`src/rtl/physeq_pkg.sv`:
```
package physeq_pkg;

   typedef enum logic [1:0] {
      ST_IDLE = 2'd0,
      ST_CTRL = 2'd1,
      ST_WIN  = 2'd2,
      ST_RDAT = 2'd3
   } seq_step_e;

endpackage

```
`src/rtl/physeq_addr_gen.sv`:
```
module physeq_addr_gen #(
   parameter int ADDR_W    = 16,
   parameter int PHY_W     = 3,
   parameter int PHY_MAX   = 4,
   parameter int REG_W     = 5,
   parameter int PHY_SHIFT = 9,
   parameter logic [ADDR_W-1:0] WIN_BASE = 16'h8000
) (
   input  logic              clk,
   input  logic              rst,
   input  logic [PHY_W-1:0]  phy_num,
   input  logic [REG_W-1:0]  reg_num,
   output logic              phy_ok,
   output logic [ADDR_W-1:0] win_addr
);
   localparam int N_PHY = PHY_MAX + 1;

   logic [N_PHY-1:0]  phy_sel;
   logic [ADDR_W-1:0] sel_field;
   logic [ADDR_W-1:0] reg_field;

   for (genvar i = 0; i < N_PHY; i++) begin : g_sel
      assign phy_sel[i] = (phy_num == PHY_W'(i));
   end

   assign phy_ok    = |phy_sel;
   assign sel_field = ADDR_W'(phy_sel) << PHY_SHIFT;
   assign reg_field = ADDR_W'(reg_num);
   assign win_addr  = WIN_BASE | sel_field | reg_field;

   // Exactly one PHY select bit in the window field, register in low bits
   assert_onehot_select_R3: assert property (@(posedge clk) disable iff (rst)
      phy_ok |-> ($countones(win_addr[PHY_SHIFT +: N_PHY]) == 1) &&
                 (win_addr[REG_W-1:0] == reg_num));

endmodule

```
`src/rtl/physeq_bus_mux.sv`:
```
module physeq_bus_mux
   import physeq_pkg::*;
#(
   parameter int ADDR_W = 16,
   parameter int DATA_W = 16,
   parameter logic [ADDR_W-1:0] CTRL_ADDR = 16'h8028,
   parameter logic [ADDR_W-1:0] DATA_ADDR = 16'h8029
) (
   input  seq_step_e         step,
   input  logic              is_write,
   input  logic [ADDR_W-1:0] win_addr,
   input  logic [DATA_W-1:0] wdata,
   output logic              bus_valid,
   output logic              bus_write,
   output logic [ADDR_W-1:0] bus_addr,
   output logic [DATA_W-1:0] bus_wdata
);
   always_comb begin
      bus_valid = 1'b0;
      bus_write = 1'b0;
      bus_addr  = '0;
      bus_wdata = '0;
      unique case (step)
         ST_CTRL: begin
            bus_valid = 1'b1;
            bus_write = 1'b1;
            bus_addr  = CTRL_ADDR;
            bus_wdata = DATA_W'(!is_write);
         end
         ST_WIN: begin
            bus_valid = 1'b1;
            bus_write = 1'b1;
            bus_addr  = win_addr;
            bus_wdata = is_write ? wdata : '0;
         end
         ST_RDAT: begin
            bus_valid = 1'b1;
            bus_write = 1'b0;
            bus_addr  = DATA_ADDR;
         end
         default: ;
      endcase
   end
endmodule

```
`src/rtl/physeq_ctrl.sv`:
```
module physeq_ctrl
   import physeq_pkg::*;
#(
   parameter int ADDR_W = 16,
   parameter int DATA_W = 16
) (
   input  logic              clk,
   input  logic              rst,
   input  logic              req_valid,
   input  logic              req_write,
   input  logic [DATA_W-1:0] req_wdata,
   input  logic              phy_ok,
   input  logic [ADDR_W-1:0] req_win_addr,
   input  logic              bus_valid,
   input  logic              bus_ready,
   input  logic              bus_err,
   input  logic [DATA_W-1:0] bus_rdata,
   output seq_step_e         step,
   output logic              lat_write,
   output logic [ADDR_W-1:0] lat_win_addr,
   output logic [DATA_W-1:0] lat_wdata,
   output logic              busy,
   output logic              done,
   output logic              err,
   output logic [DATA_W-1:0] rdata
);
   logic accept;
   logic hs;

   assign busy   = (step != ST_IDLE);
   assign accept = req_valid && !busy;
   assign hs     = bus_valid && bus_ready;

   always_ff @(posedge clk) begin
      if (rst) begin
         step         <= ST_IDLE;
         lat_write    <= 1'b0;
         lat_win_addr <= '0;
         lat_wdata    <= '0;
         done         <= 1'b0;
         err          <= 1'b0;
         rdata        <= '0;
      end else begin
         done <= 1'b0;
         unique case (step)
            ST_IDLE: begin
               if (accept) begin
                  err   <= 1'b0;
                  rdata <= '0;
                  if (phy_ok) begin
                     step         <= ST_CTRL;
                     lat_write    <= req_write;
                     lat_win_addr <= req_win_addr;
                     lat_wdata    <= req_wdata;
                  end else begin
                     done <= 1'b1;
                     err  <= 1'b1;
                  end
               end
            end
            ST_CTRL: begin
               if (hs) begin
                  if (bus_err) begin
                     step <= ST_IDLE;
                     done <= 1'b1;
                     err  <= 1'b1;
                  end else begin
                     step <= ST_WIN;
                  end
               end
            end
            ST_WIN: begin
               if (hs) begin
                  if (bus_err) begin
                     step <= ST_IDLE;
                     done <= 1'b1;
                     err  <= 1'b1;
                  end else if (lat_write) begin
                     step <= ST_IDLE;
                     done <= 1'b1;
                  end else begin
                     step <= ST_RDAT;
                  end
               end
            end
            ST_RDAT: begin
               if (hs) begin
                  step <= ST_IDLE;
                  done <= 1'b1;
                  if (bus_err) err <= 1'b1;
                  else         rdata <= bus_rdata;
               end
            end
            default: step <= ST_IDLE;
         endcase
      end
   end

   // Refused PHY number: done with error next cycle, bus untouched
   assert_bad_phy_no_bus_R6: assert property (@(posedge clk) disable iff (rst)
      (req_valid && !busy && !phy_ok) |=> (done && err && !bus_valid));

   // Bus error ends the sequence immediately
   assert_abort_on_error_R7: assert property (@(posedge clk) disable iff (rst)
      (bus_valid && bus_ready && bus_err) |=> (done && err && !bus_valid));

   // A new sequence starts with no stale result
   assert_clear_on_start_R9: assert property (@(posedge clk) disable iff (rst)
      (req_valid && !busy && phy_ok) |=> (!err && rdata == '0 && busy));

endmodule

```
`src/rtl/phy_indirect_seq.sv`:
```
module phy_indirect_seq
   import physeq_pkg::*;
#(
   parameter int ADDR_W    = 16,
   parameter int DATA_W    = 16,
   parameter int PHY_W     = 3,
   parameter int PHY_MAX   = 4,
   parameter int REG_W     = 5,
   parameter int PHY_SHIFT = 9,
   parameter logic [ADDR_W-1:0] WIN_BASE  = 16'h8000,
   parameter logic [ADDR_W-1:0] CTRL_ADDR = 16'h8028,
   parameter logic [ADDR_W-1:0] DATA_ADDR = 16'h8029
) (
   input  logic              clk,
   input  logic              rst,
   input  logic              req_valid,
   input  logic              req_write,
   input  logic [PHY_W-1:0]  req_phy,
   input  logic [REG_W-1:0]  req_reg,
   input  logic [DATA_W-1:0] req_wdata,
   output logic              busy,
   output logic              done,
   output logic              err,
   output logic [DATA_W-1:0] rdata,
   output logic              bus_valid,
   output logic              bus_write,
   output logic [ADDR_W-1:0] bus_addr,
   output logic [DATA_W-1:0] bus_wdata,
   input  logic              bus_ready,
   input  logic              bus_err,
   input  logic [DATA_W-1:0] bus_rdata
);
   localparam int TOP_SEL_BIT = PHY_SHIFT + PHY_MAX;

   if (TOP_SEL_BIT >= ADDR_W) begin : g_chk_width
      $error("PHY select field does not fit in the address");
   end
   if (PHY_SHIFT < REG_W) begin : g_chk_overlap
      $error("PHY select field overlaps the register field");
   end
   if (PHY_MAX >= (1 << PHY_W)) begin : g_chk_phy
      $error("PHY_W too narrow for PHY_MAX");
   end

   seq_step_e         step;
   logic              phy_ok;
   logic [ADDR_W-1:0] req_win_addr;
   logic              lat_write;
   logic [ADDR_W-1:0] lat_win_addr;
   logic [DATA_W-1:0] lat_wdata;

   physeq_addr_gen #(
      .ADDR_W(ADDR_W), .PHY_W(PHY_W), .PHY_MAX(PHY_MAX),
      .REG_W(REG_W), .PHY_SHIFT(PHY_SHIFT), .WIN_BASE(WIN_BASE)
   ) u_addr (
      .clk(clk), .rst(rst),
      .phy_num(req_phy), .reg_num(req_reg),
      .phy_ok(phy_ok), .win_addr(req_win_addr)
   );

   physeq_ctrl #(.ADDR_W(ADDR_W), .DATA_W(DATA_W)) u_ctrl (
      .clk(clk), .rst(rst),
      .req_valid(req_valid), .req_write(req_write), .req_wdata(req_wdata),
      .phy_ok(phy_ok), .req_win_addr(req_win_addr),
      .bus_valid(bus_valid), .bus_ready(bus_ready), .bus_err(bus_err),
      .bus_rdata(bus_rdata),
      .step(step), .lat_write(lat_write), .lat_win_addr(lat_win_addr),
      .lat_wdata(lat_wdata),
      .busy(busy), .done(done), .err(err), .rdata(rdata)
   );

   physeq_bus_mux #(
      .ADDR_W(ADDR_W), .DATA_W(DATA_W),
      .CTRL_ADDR(CTRL_ADDR), .DATA_ADDR(DATA_ADDR)
   ) u_mux (
      .step(step), .is_write(lat_write), .win_addr(lat_win_addr),
      .wdata(lat_wdata),
      .bus_valid(bus_valid), .bus_write(bus_write),
      .bus_addr(bus_addr), .bus_wdata(bus_wdata)
   );

   // Bus request held steady until completed
   assert_hold_until_ready_R10: assert property (@(posedge clk) disable iff (rst)
      (bus_valid && !bus_ready) |=> (bus_valid && $stable(bus_addr) &&
                                     $stable(bus_wdata) && $stable(bus_write)));

   // Every sequence opens with the access-control write
   assert_first_is_ctrl_R2: assert property (@(posedge clk) disable iff (rst)
      $rose(bus_valid) |-> (bus_addr == CTRL_ADDR && bus_write));

   // A write access finishes after its window transaction
   assert_write_ends_after_window_R4: assert property (@(posedge clk) disable iff (rst)
      (bus_valid && bus_ready && !bus_err && bus_write && bus_addr != CTRL_ADDR)
      |=> (done && !err && !bus_valid) || (bus_valid && !bus_write));

endmodule

```
`config.mk`:
```
export PLATFORM = sky130hd
export DESIGN_NAME = phy_indirect_seq
export DESIGN_NICKNAME = d
export VERILOG_FILES = /design/src/rtl/physeq_pkg.sv /design/src/rtl/physeq_addr_gen.sv /design/src/rtl/physeq_bus_mux.sv /design/src/rtl/physeq_ctrl.sv /design/src/rtl/phy_indirect_seq.sv
export SDC_FILE = /design/constraint.sdc
export NUM_CORES = 1
export LEC_CHECK = 0
export BUFFER_PORTS_ARGS = -buffer_cell sky130_fd_sc_hd__buf_4
export CAP_MARGIN = 10
export CORE_ASPECT_RATIO = 0.75
export CORE_MARGIN = 10
export CORE_UTILIZATION = 45
export CTS_BUF_LIST = sky130_fd_sc_hd__clkbuf_8
export CTS_CLUSTER_SIZE = 10
export DETAILED_ROUTE_END_ITERATION = 10
export PLACE_DENSITY = 0.74
export SKIP_CTS_REPAIR_TIMING = 1
export SLEW_MARGIN = 5
export SYNTH_ARGS = -nofsm -noshare
export SYNTH_HDL_FRONTEND = slang
export SYNTH_HIERARCHICAL = 1
export SYNTH_SLANG_ARGS = --single-unit
```
`constraint.sdc`:
```
create_clock -name clk -period 2.4 [get_ports clk]
set_input_delay 0.48 -clock clk [delete_from_list [all_inputs] [get_ports clk]]
set_output_delay 0.48 -clock clk [all_outputs]
set_load 0.05 [all_outputs]
```
# == After elaboration in Yosys (flattened, before gate mapping) ==
# Index checks and enable logic that the tools add are counted.
# totals
output_inout_bits,53
in_bits,46
ff_bits,53
wordCells,69
# classes
n_reduce_logical,15
muxes,31
n_eq_ne,15
n_bitwise,1
# ops
op,count
$mux 16,4
$pmux 16 s2,2
$pmux 16 s3,1
$mux 2,8
$or 16x5->16,1
$mux 1,13
$ne 2x1->1 const B,6
$pmux 2 s4,1
$eq 3x2->1 const B,2
$reduce_and 3->1,2
$reduce_and 5->1,1
$reduce_or 5->1,1
$eq 2x2->1 const B,2
$ne 2x2->1 const B,2
$pmux 1 s4,1
$reduce_and 4->1,1
$reduce_bool 2->1,2
$eq 3x1->1 const B,1
$eq 3x3->1 const B,1
$logic_not 3->1,1
$reduce_or 3->1,1
$eq 2x1->1 const B,1
$logic_and 1x1->1,2
$logic_not 1->1,2
other kinds (3),3

# == Longest topological paths before layout ==
# Gate-level depths: netlist of run 1.
# depth
ltp_word,6
ltp_mapped,8

# == Hierarchy ==
# The synthesis of run 1 kept the hierarchy.
# by_module_without_submodules
mod,cells_per_inst,instances,area_each_um2
physeq_ctrl,255,1,2217.1
physeq_bus_mux,51,1,360.3
physeq_addr_gen,19,1,132.6

# == Worst setup path before layout of run 1 ==
# No wires, ideal clock.
# synth_path
path_kind,reg2out
start,reg u_ctrl.step[0]
end,out bus_wdata[10]
stages_incl_launch_ff,6
setup_slack_ns,-0.034
path_buffers,1
arrival_ns,1.954
path_cell_list,dfxtp_1 > inv_1 > ha_1 > and3_4 > buf_6 > and2_1
# synth_via
elab_chain_len,2
word_cells_on_any_way,3
classes_between,eq/ne (2); mux (1)
# synth_lines
element,line_no,rtl
from (decl),physeq_ctrl.sv:18,"output seq_step_e step,"
from (signal assigned),physeq_ctrl.sv:36,step <= ST_IDLE;
from (signal assigned),physeq_ctrl.sv:51,step <= ST_CTRL;
from (signal assigned),physeq_ctrl.sv:64,step <= ST_IDLE;
$eq 2x2->1 / $eq 2x1->1 (equally long branches),physeq_bus_mux.sv:23,unique case (step)
$pmux 16 s2 (*),physeq_bus_mux.sv:23,
to (decl),phy_indirect_seq.sv:28,"output logic [DATA_W-1:0] bus_wdata,"
# Mark *: on every way between the ends. The rest lies on a longest branch, timed or not.

# == Final worst setup path of run 1 ==
# layout_path
start,reg u_ctrl.step[0]
end,out bus_wdata[7]
# The elaborated chain is that of the path after synthesis.

==> metrics.txt, run 1 <==
number of global-route vias before repair 2132; clk_lat worst skew 0.30 ns; die width 110 µm; htree depth 2; Post-Syn Instances 325; final std cells w/o fill 485; fraction of registers with async set/reset 0; Clock transition at path regs 0.10 ns; Synth area leader dfxtp_1; initial core utilization 0.465; P_leak 1.56 nW; most common cell in the synthesized netlist nand2_1; first-pass GRT wire length 10900 µm; CTS tree yes; Mapped Area 2710 µm²; die height 87.2 µm; crit path max fanout 14; Vias/cell 4.81; critical path launch point type flip-flop; EDFF count, synth 0; RSZ-0062 raised after global routing no; CTS max path bufs 2; fin crit share 0.956; Site Rows 24; pwr/cell area 708 nW/µm²; VDD IR max 688 µV; clock tree root buffer cell clkbuf_8; setup ws final 0.105 ns; area grow syn2layout 29.5%; IO Count 99; placed cells 478; Post-route DRC 0; Max Cap Violations 0; count of different cell masters after synthesis 37; crit end category output pin; # setup viols final 0; top cells by count, synth 72 x nand2_1, 53 x dfxtp_1, 39 x a21oi_1; vias 2334; largest net degree at the start of global routing 73; Total Wirelength 6980 µm; clock sinks 53; Ys Warns 6; Setup CP Type flip-flop to output pin; CTS buffer count 5; Yosys top cell area share 0.392; crit path DAT 1.82 ns; post-layout instance area 3510 µm²; Worst Hold Class input pin to flip-flop; fmax 0.436 GHz; routed len/inst 14.4 µm; status completed; Area contributors post-synth dfxtp_1 39%, nand2_1 10%, a21oi_1 7.2%; Slew headroom 0.599; GRT Total Usage 0.140; fraction of layout cells with a size suffix above 1 0.332; Tmin final 2.30 ns; Mean Syn Cell Area 8.34 µm²; Tightest Pin Transition 0.601 ns; die area 9560 µm²; register area share after synthesis 0.392; global route total overflow 0; nets 462; fin. max-slew vios 0; pre-CTS setup slack 0.289 ns; I/O Buffers 98; initial antenna violation count 0; skew final 0.00817 ns; post-synthesis sequential element count 53; number of DRC markers in iteration 0 114; routability cong. 0.772; DR pass1 iterations 4; remaining antenna violation count after routing 0; most used flip-flop cell after synthesis dfxtp_1; ant diodes 0; Final Hold Fails 0; Crit path required time 1.92 ns; DP Wirelength 5140 µm; Area after DPL 3400 µm²; area of the core 5830 µm²
## area by class of cell
class	count	area, µm²
fillers	559	2320
multi-input cells	237	1440
flip-flops and latches	53	1070
repair buffers	104	781
well taps	78	97.6
clock buffers	5	68.8
clock inverters	2	35.0
inverters	6	22.5
## registers in the layout, summed over array words and instances, names as in the netlist
register and cells:
u_ctrl/lat_wdata 16, u_ctrl/lat_win_addr 16, u_ctrl/rdata 16, u_ctrl/step 2, u_ctrl/done 1, u_ctrl/err 1, u_ctrl/lat_write 1
## cell usage in the layout, fill, tap and decap left out, types with 2 or more instances in the layout
cell      synthesis  final
dfxtp_1          53     51
nor3_1            2      2
nand2_1          72     72
nor2_1            3      3
and2_1           12     12
mux2i_1          18     18
nand3b_1         17     17
nor3b_1           4      4
and2_2            7      7
o21ai_0           2      2
nand4_1           2      2
clkbuf_8          0      5
and2_4            7      7
nor2b_1           2      2
nand2b_1         20     20
ha_1              9      8
conb_1            2      6
inv_1             6      6
a21oi_1          39     39
buf_4            11    104
## through the flow
| stage | utilization | power, mW | hold WS [ns] | TNS, ns |
|---|---|---|---|---|
| floorplan | - | 1.69 | 0.432 | 0 |
| global placement | 0.584 | 1.91 | 0.438 | 0 |
| detailed placement | 0.584 | 1.92 | 0.442 | 0 |
| CTS | 0.602 | 2.50 | 0.407 | -0.603 |
| global route | 0.602 | 2.63 | 0.401 | 0 |
| finish | 0.602 | 2.49 | 0.410 | 0 |
## cell families after synthesis
logic type | synth area share
other | 0.00277
AND/OR/NAND/NOR | 0.314
adder cells (fa/ha/maj) | 0.0416
multiplexers | 0.0665
AO/OA/AOI/OAI | 0.0979
flip-flops | 0.392
buffers and inverters | 0.0854
## critical path: stages (launching register included)
cell	delay, ns
dfxtp_2	0.42
inv_1	0.08
ha_2	0.38
and3_4	0.28
and2_2	0.16
buf_4	0.19
## routing by layer
layer	GRT usage	routed length, µm	share of wire	vias up
met3	0.0429	549	0.079	4
met2	0.214	3260	0.47	66
met5	0	0	0	-
met4	0.0377	57	0.0082	0
li1	-	-	-	1202
met1	0.186	3110	0.45	1062
## worst paths after layout
path | startpoint | to | slack, ns | depth (start not counted)
setup reg to reg | u_ctrl/step[0] | u_ctrl/rdata[15] | 0.62 | 6
hold reg to reg | u_ctrl/lat_win_addr[1] | u_ctrl/lat_win_addr[1] | 0.45 | 2
setup / recovery | u_ctrl/step[0] | bus_wdata[7] | 0.10 | 5
hold / removal | req_wdata[9] | u_ctrl/lat_wdata[9] | 0.41 | 3
## power by group
part	internal, mW	total, mW	switching [mW]
logic	0.333	0.907	0.575
clock network	0.304	0.584	0.280
registers	0.947	0.994	0.0473
Note: power is estimated with default switching activity, not from simulation.
==> inputs of run 2 (changes only) <==
--- a/config.mk
+++ b/config.mk
@@ -14,6 +14,7 @@
 export CTS_CLUSTER_SIZE = 10
 export DETAILED_ROUTE_END_ITERATION = 10
 export PLACE_DENSITY = 0.74
+export REMOVE_ABC_BUFFERS = 1
 export SKIP_CTS_REPAIR_TIMING = 1
 export SLEW_MARGIN = 5
 export SYNTH_ARGS = -nofsm -noshare
==> run 2 against run 1 <==
- die area is the same
- via count down 0.99%
- core utilization fell by 0.21 points
- sequential share of layout area is 0.18 points higher
- total power down 3.5%
- maximum frequency rose by 2.2%
- worst hold slack improved by 0.0084 ns
- routed wire length is 0.16% lower
- first-iteration DRC count fell by 13%
- register-to-register slack barely moved
- largest power group unchanged
==> metrics.txt, run 2 (synthesized netlist as in run 1, its figures left out) <==
most frequent cells in the layout 102 x buf_4, 72 x nand2_1, 51 x dfxtp_1 (was 104 x buf_4, 72 x nand2_1, 51 x dfxtp_1); Max Cap Violations 0 (unchanged); slowest stage cell, crit path dfxtp_4 (was dfxtp_2); RSZ-0062 raised after global routing no (unchanged); fin. max-slew vios 0 (unchanged); initial core utilization 0.465 (unchanged); fmax 0.445 GHz (was 0.436 GHz); Vias/cell 4.77 (was 4.81); largest net degree at the start of global routing 73 (unchanged); vias 2311 (was 2334); crit path max fanout 14 (unchanged); clock tree root buffer cell clkbuf_8 (unchanged); Core Util, Final 0.600 (was 0.602); Reg-to-Reg End u_ctrl/rdata[12] (was u_ctrl/rdata[15]); routed len/inst 14.4 µm (about the same); RR Startpoint u_ctrl/step[0] (unchanged); ant diodes 0 (unchanged); nets 461 (was 462); routability cong. 0.761 (was 0.772); initial antenna violation count 0 (unchanged); die width 110 µm (unchanged); Largest regs u_ctrl/lat_wdata (16), u_ctrl/lat_win_addr (16), u_ctrl/rdata (16) (unchanged); worst r2r path cells 6 (unchanged); first-pass GRT wire length 11300 µm (was 10900 µm); area of the core 5830 µm² (unchanged); area of the multi-input gates 1440 µm² (about the same); hold depth 3 (unchanged); Worst Hold Class input pin to flip-flop (unchanged); remaining antenna violation count after routing 0 (unchanged); GRT Total Usage 0.145 (was 0.140); fraction of layout cells with a size suffix above 1 0.325 (was 0.332); clock sinks 53 (unchanged); Tightest Pin Transition 0.616 ns (was 0.601 ns); IO Count 99 (unchanged); skew final 0.00119 ns (was 0.00817 ns); final std cells w/o fill 484 (was 485); pwr/cell area 686 nW/µm² (was 708 nW/µm²); Total Wirelength 6970 µm (was 6980 µm); die height 87.2 µm (unchanged); Site Rows 24 (unchanged); status completed (unchanged); die area 9560 µm² (unchanged); I/O Buffers 98 (unchanged); placed cells 477 (was 478); worst-path cell chain inv_1 > ha_1 > and3_4 > and2_2 > buf_4 (was inv_1 > ha_2 > and3_4 > and2_2 > buf_4); clk_lat worst skew 0.30 ns (about the same); # setup viols final 0 (unchanged); fin crit share 0.936 (was 0.956); number of DRC markers in iteration 0 99 (was 114); CTS tree yes (unchanged); CP Launch Point u_ctrl/step[1] (was u_ctrl/step[0]); CP delay by family, top simple AND/OR/NAND/NOR gates (unchanged); htree depth 2 (unchanged); crit path DAT 1.77 ns (was 1.82 ns); reg2reg setup slack 0.62 ns (about the same); Buf/Inv on CP 2 (unchanged); Clock transition at path regs 0.09 ns (was 0.10 ns); Fin Setup TNS 0 ns (unchanged); Worst Setup EP bus_wdata[9] (was bus_wdata[7]); Slew headroom 0.590 (was 0.599); CTS buffer count 5 (unchanged); crit end category output pin (unchanged); most common cell after layout, fill and taps aside buf_4 (unchanged); Setup CP Type flip-flop to output pin (unchanged); Tmin final 2.25 ns (was 2.30 ns); Crit path required time 1.92 ns (about the same); Fillers 538 (was 559); P_leak 1.56 nW (about the same); Critical Path Max Stage Delay 0.40 ns (was 0.42 ns); total stage count of the critical path 5 (unchanged); global route total overflow 0 (unchanged); DR pass1 iterations 4 (unchanged); critical path launch point type flip-flop (unchanged); area grow syn2layout 29.0% (was 29.5%); VDD IR max 579 µV (was 688 µV); total area of sequential cells 1070 µm² (about the same); number of global-route vias before repair 2273 (was 2132); CTS max path bufs 2 (unchanged); DP Wirelength 5000 µm (was 5140 µm); Post-route DRC 0 (unchanged); Final Hold Fails 0 (unchanged)
==> run 2: metrics by stage <==
| step | setup WS (ns) | hold WS [ns] | instance area (µm²) | power (mW) |
|---|---|---|---|---|
| 2_1_floorplan | -0.275 | 0.426 | 2520 | 1.62 |
| 3_3_place_gp | 0.410 | 0.438 | 3400 | 1.91 |
| 3_5_place_dp | 0.352 | 0.443 | 3400 | 1.92 |
| 4_1_cts | 0.00261 | 0.404 | 3490 | 2.43 |
| 5_1_grt | 0.0381 | 0.398 | 3500 | 2.56 |
| 6_report | 0.154 | 0.419 | 3500 | 2.40 |
==> run 2: how the worst min path moves through the flow <==
stage / start / end / slack [ns]
5_1_grt: req_reg[3] / u_ctrl/lat_win_addr[3] / 0.40
3_3_place_gp: u_ctrl/lat_wdata[13] / u_ctrl/lat_wdata[13] / 0.44
2_1_floorplan: u_ctrl/lat_wdata[11] / u_ctrl/lat_wdata[11] / 0.43
4_1_cts: req_wdata[13] / u_ctrl/lat_wdata[13] / 0.40
3_5_place_dp: u_ctrl/lat_wdata[13] / u_ctrl/lat_wdata[13] / 0.44
6_report: req_wdata[6] / u_ctrl/lat_wdata[6] / 0.42
==> run 2: metal layers <==
metal | track usage | wire length [µm]
met1 | 0.195 | 3280
met2 | 0.220 | 3200
met3 | 0.0348 | 404
met4 | 0.0531 | 80
met5 | 0 | 0
==> run 2: worst reg2reg max path, stage by stage, from the launching register on <==
cell and delay [ns]:
dfxtp_4 0.38, ha_1 0.26, buf_4 0.22, nand2b_1 0.17
a21boi_2 0.13, buf_4 0.29, mux2i_1 0.25
==> run 2: final cells by class <==
class | instances | area share
clock inverter | 1 | 0.00107
timing repair buffer | 103 | 0.225
clock buffer | 6 | 0.0236
tap | 78 | 0.0279
inverter | 6 | 0.00644
sequential | 53 | 0.306
multi-input combinational | 237 | 0.411
==> run 2: power by group <==
group          leakage (nW)  internal, mW  switching [mW]  total [mW]
clock network        0.0485         0.225           0.272       0.498
registers             0.432         0.950          0.0466       0.997
logic                  1.08         0.336           0.568       0.904
